## src/rtl/tmr_pkg.sv

```systemverilog
package tmr_pkg;

  localparam int unsigned REG_W = 32;

  typedef enum logic [1:0] {
    OP_WRITE = 2'd0,
    OP_SET   = 2'd1,
    OP_CLR   = 2'd2,
    OP_TOG   = 2'd3
  } alias_op_e;

  localparam logic [3:0] SEL_SLOW = 4'hB;
  localparam logic [3:0] SEL_FAST = 4'hF;

  localparam int unsigned BIT_RELOAD = 6;
  localparam int unsigned BIT_UPDATE = 7;
  localparam int unsigned BIT_IEN    = 14;
  localparam int unsigned BIT_FLAG   = 15;

  localparam logic [REG_W-1:0] CTRL_MASK   = 32'h0000_C0CF;
  localparam logic [REG_W-1:0] VERSION_VAL = 32'h0200_0000;

  localparam int unsigned GLOBAL_OFF  = 'h000;
  localparam int unsigned VERSION_OFF = 'h1F0;
  localparam int unsigned CH_STRIDE   = 'h40;
  localparam int unsigned CTRL_OFF0   = 'h20;
  localparam int unsigned COUNT_OFF0  = 'h30;
  localparam int unsigned FIXED_OFF0  = 'h40;

  function automatic logic [REG_W-1:0] alias_apply(input alias_op_e op,
                                                   input logic [REG_W-1:0] cur,
                                                   input logic [REG_W-1:0] d);
    logic [REG_W-1:0] r;
    case (op)
      OP_SET:  r = cur | d;
      OP_CLR:  r = cur & ~d;
      OP_TOG:  r = cur ^ d;
      default: r = d;
    endcase
    return r;
  endfunction

endpackage

```

## src/rtl/tmr_rst_sync.sv

```systemverilog
module tmr_rst_sync (
  input  logic clk_i,
  input  logic rst_ni,
  output logic rst_no
);
  logic [1:0] sync_q;

  always_ff @(posedge clk_i or negedge rst_ni) begin
    if (!rst_ni) sync_q <= 2'b00;
    else         sync_q <= {sync_q[0], 1'b1};
  end

  assign rst_no = sync_q[1];
endmodule

```

## src/rtl/tmr_alias_reg.sv

```systemverilog
module tmr_alias_reg
  import tmr_pkg::*;
#(
  parameter logic [REG_W-1:0] MASK = 32'hFFFF_FFFF
) (
  input  logic             clk_i,
  input  logic             rst_ni,
  input  logic             we_i,
  input  alias_op_e        op_i,
  input  logic [REG_W-1:0] wdata_i,
  output logic [REG_W-1:0] q_o
);
  logic [REG_W-1:0] val_d;

  always_comb begin
    val_d = alias_apply(op_i, q_o, wdata_i) & MASK;
  end

  always_ff @(posedge clk_i or negedge rst_ni) begin
    if (!rst_ni)   q_o <= '0;
    else if (we_i) q_o <= val_d;
  end
endmodule

```

## src/rtl/tmr_tick_sel.sv

```systemverilog
module tmr_tick_sel
  import tmr_pkg::*;
(
  input  logic [3:0] sel_i,
  input  logic       slow_i,
  output logic       tick_o
);
  always_comb begin
    case (sel_i)
      SEL_FAST: tick_o = 1'b1;
      SEL_SLOW: tick_o = slow_i;
      default:  tick_o = 1'b0;
    endcase
  end
endmodule

```

## src/rtl/tmr_channel.sv

```systemverilog
module tmr_channel
  import tmr_pkg::*;
(
  input  logic             clk_i,
  input  logic             rst_ni,
  input  logic             slow_tick_i,
  input  logic             ctrl_we_i,
  input  logic             fixed_we_i,
  input  alias_op_e        op_i,
  input  logic [REG_W-1:0] wdata_i,
  output logic [REG_W-1:0] ctrl_o,
  output logic [REG_W-1:0] fixed_o,
  output logic [REG_W-1:0] count_o,
  output logic             tick_o,
  output logic             irq_o
);
  logic [REG_W-1:0] ctrl_d, ctrl_wval, fixed_wval, cnt_d;
  logic             load_now, expire, cnt_en;

  tmr_tick_sel u_sel (
    .sel_i  (ctrl_o[3:0]),
    .slow_i (slow_tick_i),
    .tick_o (tick_o)
  );

  tmr_alias_reg #(.MASK(32'hFFFF_FFFF)) u_fixed (
    .clk_i   (clk_i),
    .rst_ni  (rst_ni),
    .we_i    (fixed_we_i),
    .op_i    (op_i),
    .wdata_i (wdata_i),
    .q_o     (fixed_o)
  );

  // next state: control register, pending flag, live counter
  always_comb begin
    ctrl_wval  = alias_apply(op_i, ctrl_o, wdata_i) & CTRL_MASK;
    fixed_wval = alias_apply(op_i, fixed_o, wdata_i);
    load_now   = fixed_we_i & ctrl_o[BIT_UPDATE];
    expire     = tick_o & (count_o == 32'd1) & ~load_now;

    ctrl_d = ctrl_we_i ? ctrl_wval : ctrl_o;
    if (expire) ctrl_d[BIT_FLAG] = 1'b1;

    cnt_en = load_now | tick_o;
    if (load_now)             cnt_d = fixed_wval;
    else if (count_o != '0)   cnt_d = count_o - 32'd1;
    else if (ctrl_o[BIT_RELOAD]) cnt_d = fixed_o;
    else                      cnt_d = count_o;
  end

  always_ff @(posedge clk_i or negedge rst_ni) begin
    if (!rst_ni) ctrl_o <= '0;
    else         ctrl_o <= ctrl_d;
  end

  always_ff @(posedge clk_i or negedge rst_ni) begin
    if (!rst_ni)     count_o <= '0;
    else if (cnt_en) count_o <= cnt_d;
  end

  assign irq_o = ctrl_o[BIT_FLAG] & ctrl_o[BIT_IEN];
endmodule

```

## src/rtl/tick_timer_bank.sv

```systemverilog
module tick_timer_bank
  import tmr_pkg::*;
#(
  parameter int unsigned NUM_CH = 2,
  parameter int unsigned ADDR_W = 12
) (
  input  logic              clk_i,
  input  logic              rst_ni,
  input  logic              slow_tick_i,
  input  logic [ADDR_W-1:0] bus_addr_i,
  input  logic [31:0]       bus_wdata_i,
  input  logic              bus_we_i,
  output logic [31:0]       bus_rdata_o,
  output logic              irq_o
);
  localparam logic [ADDR_W-1:0] GLOBAL_A  = ADDR_W'(GLOBAL_OFF);
  localparam logic [ADDR_W-1:0] VERSION_A = ADDR_W'(VERSION_OFF);

  logic                          rst_n_sync;
  logic                          acc_ok, wr_ok;
  alias_op_e                     op;
  logic [ADDR_W-1:0]             base;
  logic [REG_W-1:0]              glob_q;
  logic [NUM_CH-1:0][REG_W-1:0]  ch_ctrl, ch_fixed, ch_cnt;
  logic [NUM_CH-1:0]             ch_tick, ch_irq, ch_ctrl_we, ch_fixed_we;

  tmr_rst_sync u_rst (
    .clk_i  (clk_i),
    .rst_ni (rst_ni),
    .rst_no (rst_n_sync)
  );

  assign acc_ok = (bus_addr_i[1:0] == 2'b00);
  assign wr_ok  = bus_we_i & acc_ok;
  assign op     = alias_op_e'(bus_addr_i[3:2]);
  assign base   = {bus_addr_i[ADDR_W-1:4], 4'h0};

  tmr_alias_reg #(.MASK(32'hFFFF_FFFF)) u_glob (
    .clk_i   (clk_i),
    .rst_ni  (rst_n_sync),
    .we_i    (wr_ok & (base == GLOBAL_A)),
    .op_i    (op),
    .wdata_i (bus_wdata_i),
    .q_o     (glob_q)
  );

  for (genvar c = 0; c < NUM_CH; c++) begin : g_ch
    localparam logic [ADDR_W-1:0] CA = ADDR_W'(CTRL_OFF0  + c * CH_STRIDE);
    localparam logic [ADDR_W-1:0] FA = ADDR_W'(FIXED_OFF0 + c * CH_STRIDE);

    assign ch_ctrl_we[c]  = wr_ok & (base == CA);
    assign ch_fixed_we[c] = wr_ok & (base == FA);

    tmr_channel u_ch (
      .clk_i       (clk_i),
      .rst_ni      (rst_n_sync),
      .slow_tick_i (slow_tick_i),
      .ctrl_we_i   (ch_ctrl_we[c]),
      .fixed_we_i  (ch_fixed_we[c]),
      .op_i        (op),
      .wdata_i     (bus_wdata_i),
      .ctrl_o      (ch_ctrl[c]),
      .fixed_o     (ch_fixed[c]),
      .count_o     (ch_cnt[c]),
      .tick_o      (ch_tick[c]),
      .irq_o       (ch_irq[c])
    );
  end

  // read mux, combinational on the presented address
  always_comb begin
    bus_rdata_o = '0;
    if (acc_ok) begin
      if (base == GLOBAL_A)  bus_rdata_o = glob_q;
      if (base == VERSION_A) bus_rdata_o = VERSION_VAL;
      for (int c = 0; c < NUM_CH; c++) begin
        if (base == ADDR_W'(CTRL_OFF0  + c * CH_STRIDE)) bus_rdata_o = ch_ctrl[c];
        if (base == ADDR_W'(COUNT_OFF0 + c * CH_STRIDE)) bus_rdata_o = ch_cnt[c];
        if (base == ADDR_W'(FIXED_OFF0 + c * CH_STRIDE)) bus_rdata_o = ch_fixed[c];
      end
    end
  end

  assign irq_o = |ch_irq;
endmodule

```

## config.mk

```make
export PLATFORM = sky130hd
export DESIGN_NAME = tick_timer_bank
export DESIGN_NICKNAME = d
export VERILOG_FILES = /design/src/rtl/tmr_pkg.sv /design/src/rtl/tmr_rst_sync.sv /design/src/rtl/tmr_alias_reg.sv /design/src/rtl/tmr_tick_sel.sv /design/src/rtl/tmr_channel.sv /design/src/rtl/tick_timer_bank.sv
export SDC_FILE = /design/constraint.sdc
export NUM_CORES = 1
export LEC_CHECK = 0
export BUFFER_PORTS_ARGS = -buffer_cell sky130_fd_sc_hd__buf_2
export CORE_UTILIZATION = 39
export CTS_BUF_LIST = sky130_fd_sc_hd__clkbuf_4
export CTS_CLUSTER_DIAMETER = 60
export DETAILED_ROUTE_END_ITERATION = 6
export GPL_ROUTABILITY_DRIVEN = 0
export PLACE_DENSITY_LB_ADDON = 0.3
export SYNTH_ARGS = -nofsm -noshare
export SYNTH_HDL_FRONTEND = slang
export SYNTH_SLANG_ARGS = --single-unit
```

## constraint.sdc

```tcl
create_clock -name clk_i -period 15.7 [get_ports clk_i]
set_input_delay 3.14 -clock clk_i [delete_from_list [all_inputs] [get_ports clk_i]]
set_output_delay 3.14 -clock clk_i [all_outputs]
set_load 0.01 [all_outputs]
```

Word level (Yosys, flattened, before mapping)
Cells that the tools add are included.
{ "word_totals": {"reg_bits": 178, "input_bits": 48, "out_inout_bits": 33, "word_cells": 99} }
{ "op_classes": {"add_sub_neg": 2, "eq_ne": 16, "mux": 26, "bitwise": 34, "n_reduce_logical": 11} }
{ "ops": {"columns": ["op", "count"], "rows": [
  ["$mux W32", 15],
  ["$pmux W32 S3", 3],
  ["$and A32 B32 Y32", 3],
  ["$or A32 B32 Y32", 3],
  ["$pmux W16 S3", 2],
  ["$xor A32 B32 Y32", 3],
  ["$eq A32 B1 Y1 const B", 2],
  ["$reduce_bool A32 Y1", 2],
  ["$sub A32 B1 Y32 const B", 2],
  ["$and A16 B16 Y16", 2],
  ["$mux W16", 2],
  ["$not A32 Y32", 1],
  ["$or A16 B16 Y16", 2],
  ["$xor A16 B16 Y16", 2],
  ["$eq A8 B3 Y1 const B", 3],
  ["$eq A4 B4 Y1 const B", 4],
  ["$eq A8 B2 Y1 const B", 2],
  ["$and A1 B1 Y1", 14],
  ["$logic_not A12 Y1", 1],
  ["$eq A8 B4 Y1 const B", 1],
  ["$eq A8 B5 Y1 const B", 1],
  ["$reduce_bool A3 Y1", 2],
  ["$eq A2 B2 Y1 const B", 2],
  ["$pmux W1 S2", 2],
  ["8 further kinds", 13]
]} }

Depth between registers and ports, before layout
{ "logic_depth": {"depth_word": 10, "ltp_mapped": 10, "mapped_depth_nobuf": 8} }

Cells and area by module
From an unflattened synthesis, not the netlist that was laid out.
{ "hier_totals": {"hier_cells": 2567, "area_unflattened_um2": 22945.8} }
{ "by_module_without_submodules": {"columns": ["module", "n_inst", "cells_per_inst", "area_per_inst_um2", "seq_area_each_um2"], "rows": [
  ["tmr_channel", 2, 630, 5286.3, 1001.0],
  ["tmr_alias_reg (g_ch[1].u_ch.u_fixed ...)", 2, 311, 3326.9, 800.8],
  ["tmr_alias_reg (g_ch[0].u_ch.u_fixed)", 1, 311, 3299.4, 800.8],
  ["tick_timer_bank", 1, 369, 2343.5, 0.0],
  ["tmr_rst_sync", 1, 3, 53.8, 50.0],
  ["tmr_tick_sel", 2, 1, 11.3, 0.0]
]} }

Worst setup path before layout
Ideal clock, no wire load.
{ "synth_path": {"path_type": "input to output", "start": "input bus_addr_i[6]", "end": "output bus_rdata_o[27]", "t_arrival_ns": 4.794, "required_ns": 12.560, "slack_ns": 7.766, "path_stages": 8, "n_path_buf": 4, "path_cell_list": "clkbuf_1 > nor3b_1 > and3_1 > clkbuf_1 > clkbuf_1 > buf_1 > a21oi_1 > a21oi_1"} }
{ "synth_via": {"elab_chain_len": 10, "word_cells_on_any_way": 17, "classes_between": "eq/ne (7); mux (9); reduce/logical (1)"} }
{ "synth_lines": {"columns": ["element", "line", "text"], "rows": [
  ["start, declared", "tick_timer_bank.sv:10", "input logic [ADDR_W-1:0] bus_addr_i,"],
  ["$logic_not A12 Y1", "tick_timer_bank.sv:74", "if (base == GLOBAL_A) bus_rdata_o = glob_q;"],
  ["$mux W32", "tick_timer_bank.sv:74", null],
  ["$mux W32", "tick_timer_bank.sv:75", "if (base == VERSION_A) bus_rdata_o = VERSION_VAL;"],
  ["$mux W32", "tick_timer_bank.sv:77", "if (base == ADDR_W'(CTRL_OFF0 + c * CH_STRIDE)) bus_rdata_o = ch_ctrl[c];"],
  ["$mux W32", "tick_timer_bank.sv:78", "if (base == ADDR_W'(COUNT_OFF0 + c * CH_STRIDE)) bus_rdata_o = ch_cnt[c];"],
  ["$mux W32", "tick_timer_bank.sv:79", "if (base == ADDR_W'(FIXED_OFF0 + c * CH_STRIDE)) bus_rdata_o = ch_fixed[c];"],
  ["$mux W32", "tick_timer_bank.sv:77", null],
  ["$mux W32", "tick_timer_bank.sv:78", null],
  ["$mux W32 (*)", "tick_timer_bank.sv:79", null],
  ["$mux W32 (*)", "tick_timer_bank.sv:73", "if (acc_ok) begin"],
  ["end, declared", "tick_timer_bank.sv:13", "output logic [31:0] bus_rdata_o,"]
]} }
Every way passes the cells marked *; elsewhere a longest branch is shown, timed or not.

Final worst setup path
{ "layout_path": {"start": "input bus_addr_i[4]", "end": "output bus_rdata_o[25]"} }
Same word-level chain as after synthesis.

==> impl_summary.txt <==
----------------------------------------------------
[Min path]
  Hold-critical path endpoint ... u_rst.sync_q[1]$_DFF_PN0_
  Hold Crit Start ... u_rst.sync_q[0]$_DFF_PN0_
  Type of the tightest min-delay check ... reg2reg
  Worst hold stages ... 0

[Timing]
  TNS Setup ... 0 ns
  Worst path setup slack after routing ... 6.91 ns
  Final setup fails ... 0
  Period utilisation layout ... 56.0%
  Slew HR ... 28.8%
  Peak Freq ... 114 MHz
  Unrepaired setup endpoints after global routing ... false
  Post-route minimum period ... 8.79 ns
  Tightest Pin Transition ... 1.07 ns
  Final hold violation count ... 0
  Max Clock Skew ... 0.0280 ns
  Hold Worst Slack ... 0.372 ns
  Count of pins over their slew limit ... 0

[Power and ir drop]
  Part of the power in combinational logic ... 30.1%
  P per Cell Area ... 71.1 nW/um^2
  Net switching fraction of the power ... 42.1%
  Max rail drop VDD ... 0.0000464 V
  Pleak ... 7.69 nW
  Switching component of the power ... 0.000522 W
  Internal power ... 0.000718 W
  Clk network pwr share ... 20.8%
  Portion of total power attributed to sequential cells ... 49.1%

[Global route]
  GR Util met3 ... 4.33%
  Met2 Track Usage GR ... 41.7%
  Number of antenna violations at the first check in global routing ... 1
  Global-route layer with the greatest usage ... met2
  Remaining global-route overflow ... 0
  Via count of the first global-routing pass ... 15,200
  Overall fraction of global-route tracks in use ... 26.2%
  Wire length of the first global-routing pass ... 89.0 mm
  Routing usage on met1 ... 35.5%
  Pin count of the biggest net entering global routing ... 131

[Yosys]
  Compound-Gate Fraction of Synth Area ... 26.6%
  Synthesized area per cell ... 7.62 um^2
  Synthesized-area fraction occupied by xor and xnor cells ... 1.53%
  Mapped Area ... 16,600 um^2
  Most used flip-flop cell after synthesis ... dfrtp_1
  Arithmetic-cell share of the synthesized area counting full adders, half adders and majority gates ... 17.2%
  Yosys cell types ... 82
  Number of enable flip-flop cells after synthesis ... 0
  Net count after synthesis ... 2,448
  Yosys warning total ... 0
  Post-synthesis sequential area ratio ... 26.9%
  Flip-flop and latch count after synthesis ... 178
  Number of standard cells after synthesis ... 2,172
  Combinational family with the most area after synthesis ... compound AO/OA/AOI/OAI gates
  Async SR Flop Fraction ... 100%
  Area share of and/or/nand/nor cells after synthesis ... 18.4%
  Proportion of synthesized area in mux cells ... 1.45%

[Worst setup path]
  Startpoint type of the worst setup path ... input port
  Depth of the most critical reg-to-reg path ... 10
  Worst Path Arrival ... 5.65 ns
  Reg2Reg Capture Point ... g_ch[1].u_ch.count_o[23]$_DFFE_PN0P_
  Flop2flop setup slack ... 12.24 ns
  Start-to-end type of the worst setup path ... in2out
  Worst setup EP type ... output port
  Maximum fanout along the worst path ... 32
  Worst reg2reg path startpoint ... g_ch[1].u_ch.count_o[0]$_DFFE_PN0P_
  Required arrival time at the worst endpoint ... 12.56 ns

[CTS]
  H-tree depth ... 4
  Clock latency of the later-clocked register in the worst-skew pair ... 0.68 ns
  Clock tree from TritonCTS ... done
  Post-CTS Setup Inserts ... 0
  Total CTS buffers ... 17
  Clock-pin transition on the worst setup and hold timing paths ... 0.14 ns
  Longest Clk Path Bufs ... 2
  Root Buffer ... clkbuf_4
  Sink Count ... 178
  Post-cts repair resize count ... 0
  CTS Hold Buffers Added ... 0

[Die]
  Placement row count ... 75
  Area inside the core boundary ... 41,900 um^2
  Num ports ... 81
  X dimension of the die ... 208 um
  Die outline height ... 208 um
  Die area ... 43,300 um^2
  Initial Utilization ... 39.5%

[Finish]
  Layout cells sized above 1 ... 8.58%
  Filler cell count ... 4,271
  Post-Layout Cell Count ... 2,685
  Layout net count ... 2,407
  Final core utilization ... 41.6%
  Layout overhead on the synthesized area ... 5.34%

[Run status]
  Run status ... finished, final reports clean

[Routing]
  Vias per cell ... 6.04
  Initial detailed-routing violation count ... 1,790
  Count of nets left with antenna violations after detail routing ... 0
  Wire per inst ... 21.2 um
  Drt drc ... 0
  Total routed wirelength ... 56.9 mm
  First drt pass iteration count ... 6
  Via count ... 16,200

[Placed design]
  Total half-perimeter wirelength after legalization and detailed placement ... 39.7 mm
  Placed insts ... 2,651
  Number of I/O port buffers ... 80
  DP Worst Slack ... 7.02 ns

[Job]
  Count of maximum capacitance violations ... 0

----------------------------------------------------
## cells in the mapped netlist (16+ instances only)
library cell	instances	area share, %
a21oi_1	332	10
xnor2_1	17	0.90
clkbuf_1	131	3.0
ha_1	228	17
buf_1	19	0.43
inv_1	159	3.6
nor4_1	16	0.60
nand3_1	30	0.91
nand4_1	16	0.60
a211oi_1	57	2.6
nor2_1	207	4.7
o211ai_1	34	1.5
nor2b_1	25	0.94
o21ai_0	168	5.1
nor3_1	57	1.7
nand2_1	217	4.9
a22oi_1	64	2.9
dfrtp_1	178	27
## cell families after synthesis
kind of cell / count (synthesis)
buffers and inverters: 328
AND/OR/NAND/NOR: 650
multiplexers: 19
flip-flops: 178
adder cells (fa/ha/maj): 228
XOR/XNOR: 29
AO/OA/AOI/OAI: 739
other: 1
## state kept, by name (all words and copies together), names as in the netlist
name	cells
g_ch.u_ch.count_o	64
g_ch.u_ch.ctrl_o	16
g_ch.u_ch.u_fixed.q_o	64
u_glob.q_o	32
u_rst.sync_q	2
## placed cells by master (no fill, tap or decap), types with 12 or more instances in the layout
master      n
nand2_1   215
clkbuf_4   19
nand4_1    16
nor3_1     56
nand3_1    29
nor2_1    205
a22oi_1    64
a211oi_1   57
a21oi_1   332
and3_1     14
inv_1     159
ha_1      228
nor4_1     16
xnor2_1    17
o21ai_0   168
dfrtp_1   177
buf_4      28
xor2_1     12
buf_2      78
a221o_1    14
nor2b_1    25
o211ai_1   34
## power groups by stage
stage          Sequential [W]  Combinational, W  Clock [W]
6_report             0.000608          0.000373   0.000258
5_1_grt              0.000616          0.000418   0.000275
4_1_cts              0.000604          0.000368   0.000260
3_5_place_dp         0.000613          0.000366          0
3_3_place_gp         0.000613          0.000354          0
2_1_floorplan        0.000558          0.000316          0
## critical path, cell delays in order
cell,delay [ns]
buf_2,0.33
and2_1,0.18
buf_4,0.34
and3_1,0.21
buf_4,0.40
a221oi_1,0.25
a211oi_1,0.55
buf_2,0.23
## layer usage
metal	routed length, um	share of wire, %
met1	24800	44
met2	25700	45
met3	4240	7.4
met4	2180	3.8
met5	0	0
## cell type report
class	count	area, um^2	share of cell area (%)
antenna	2	5.00	0.0287
clock buffer	19	143	0.818
clock inverter	13	90.1	0.517
inverter	160	601	3.44
multi-input combinational	1666	10800	62.2
sequential	178	4460	25.6
tap	539	674	3.87
timing repair buffer	108	627	3.60
## per-stage QoR
stage | cell area, um^2 | power [W]
6_report | 17400 | 0.00124
5_1_grt | 17400 | 0.00131
4_1_cts | 17400 | 0.00123
3_5_place_dp | 17200 | 0.000979
3_3_place_gp | 17200 | 0.000967
2_1_floorplan | 16600 | 0.000874
## how the worst max path moves through the flow
stage | slack (ns) | to | cells past startpoint | startpoint
6_report | 6.91 | bus_rdata_o[25] | 8 | bus_addr_i[4]
5_1_grt | 6.90 | bus_rdata_o[25] | 8 | bus_addr_i[9]
4_1_cts | 7.03 | bus_rdata_o[25] | 8 | bus_addr_i[9]
3_5_place_dp | 7.02 | bus_rdata_o[25] | 8 | bus_addr_i[9]
3_3_place_gp | 7.06 | bus_rdata_o[25] | 8 | bus_addr_i[4]
2_1_floorplan | 7.77 | bus_rdata_o[27] | 8 | bus_addr_i[6]
(Power assumes the default switching activity.)
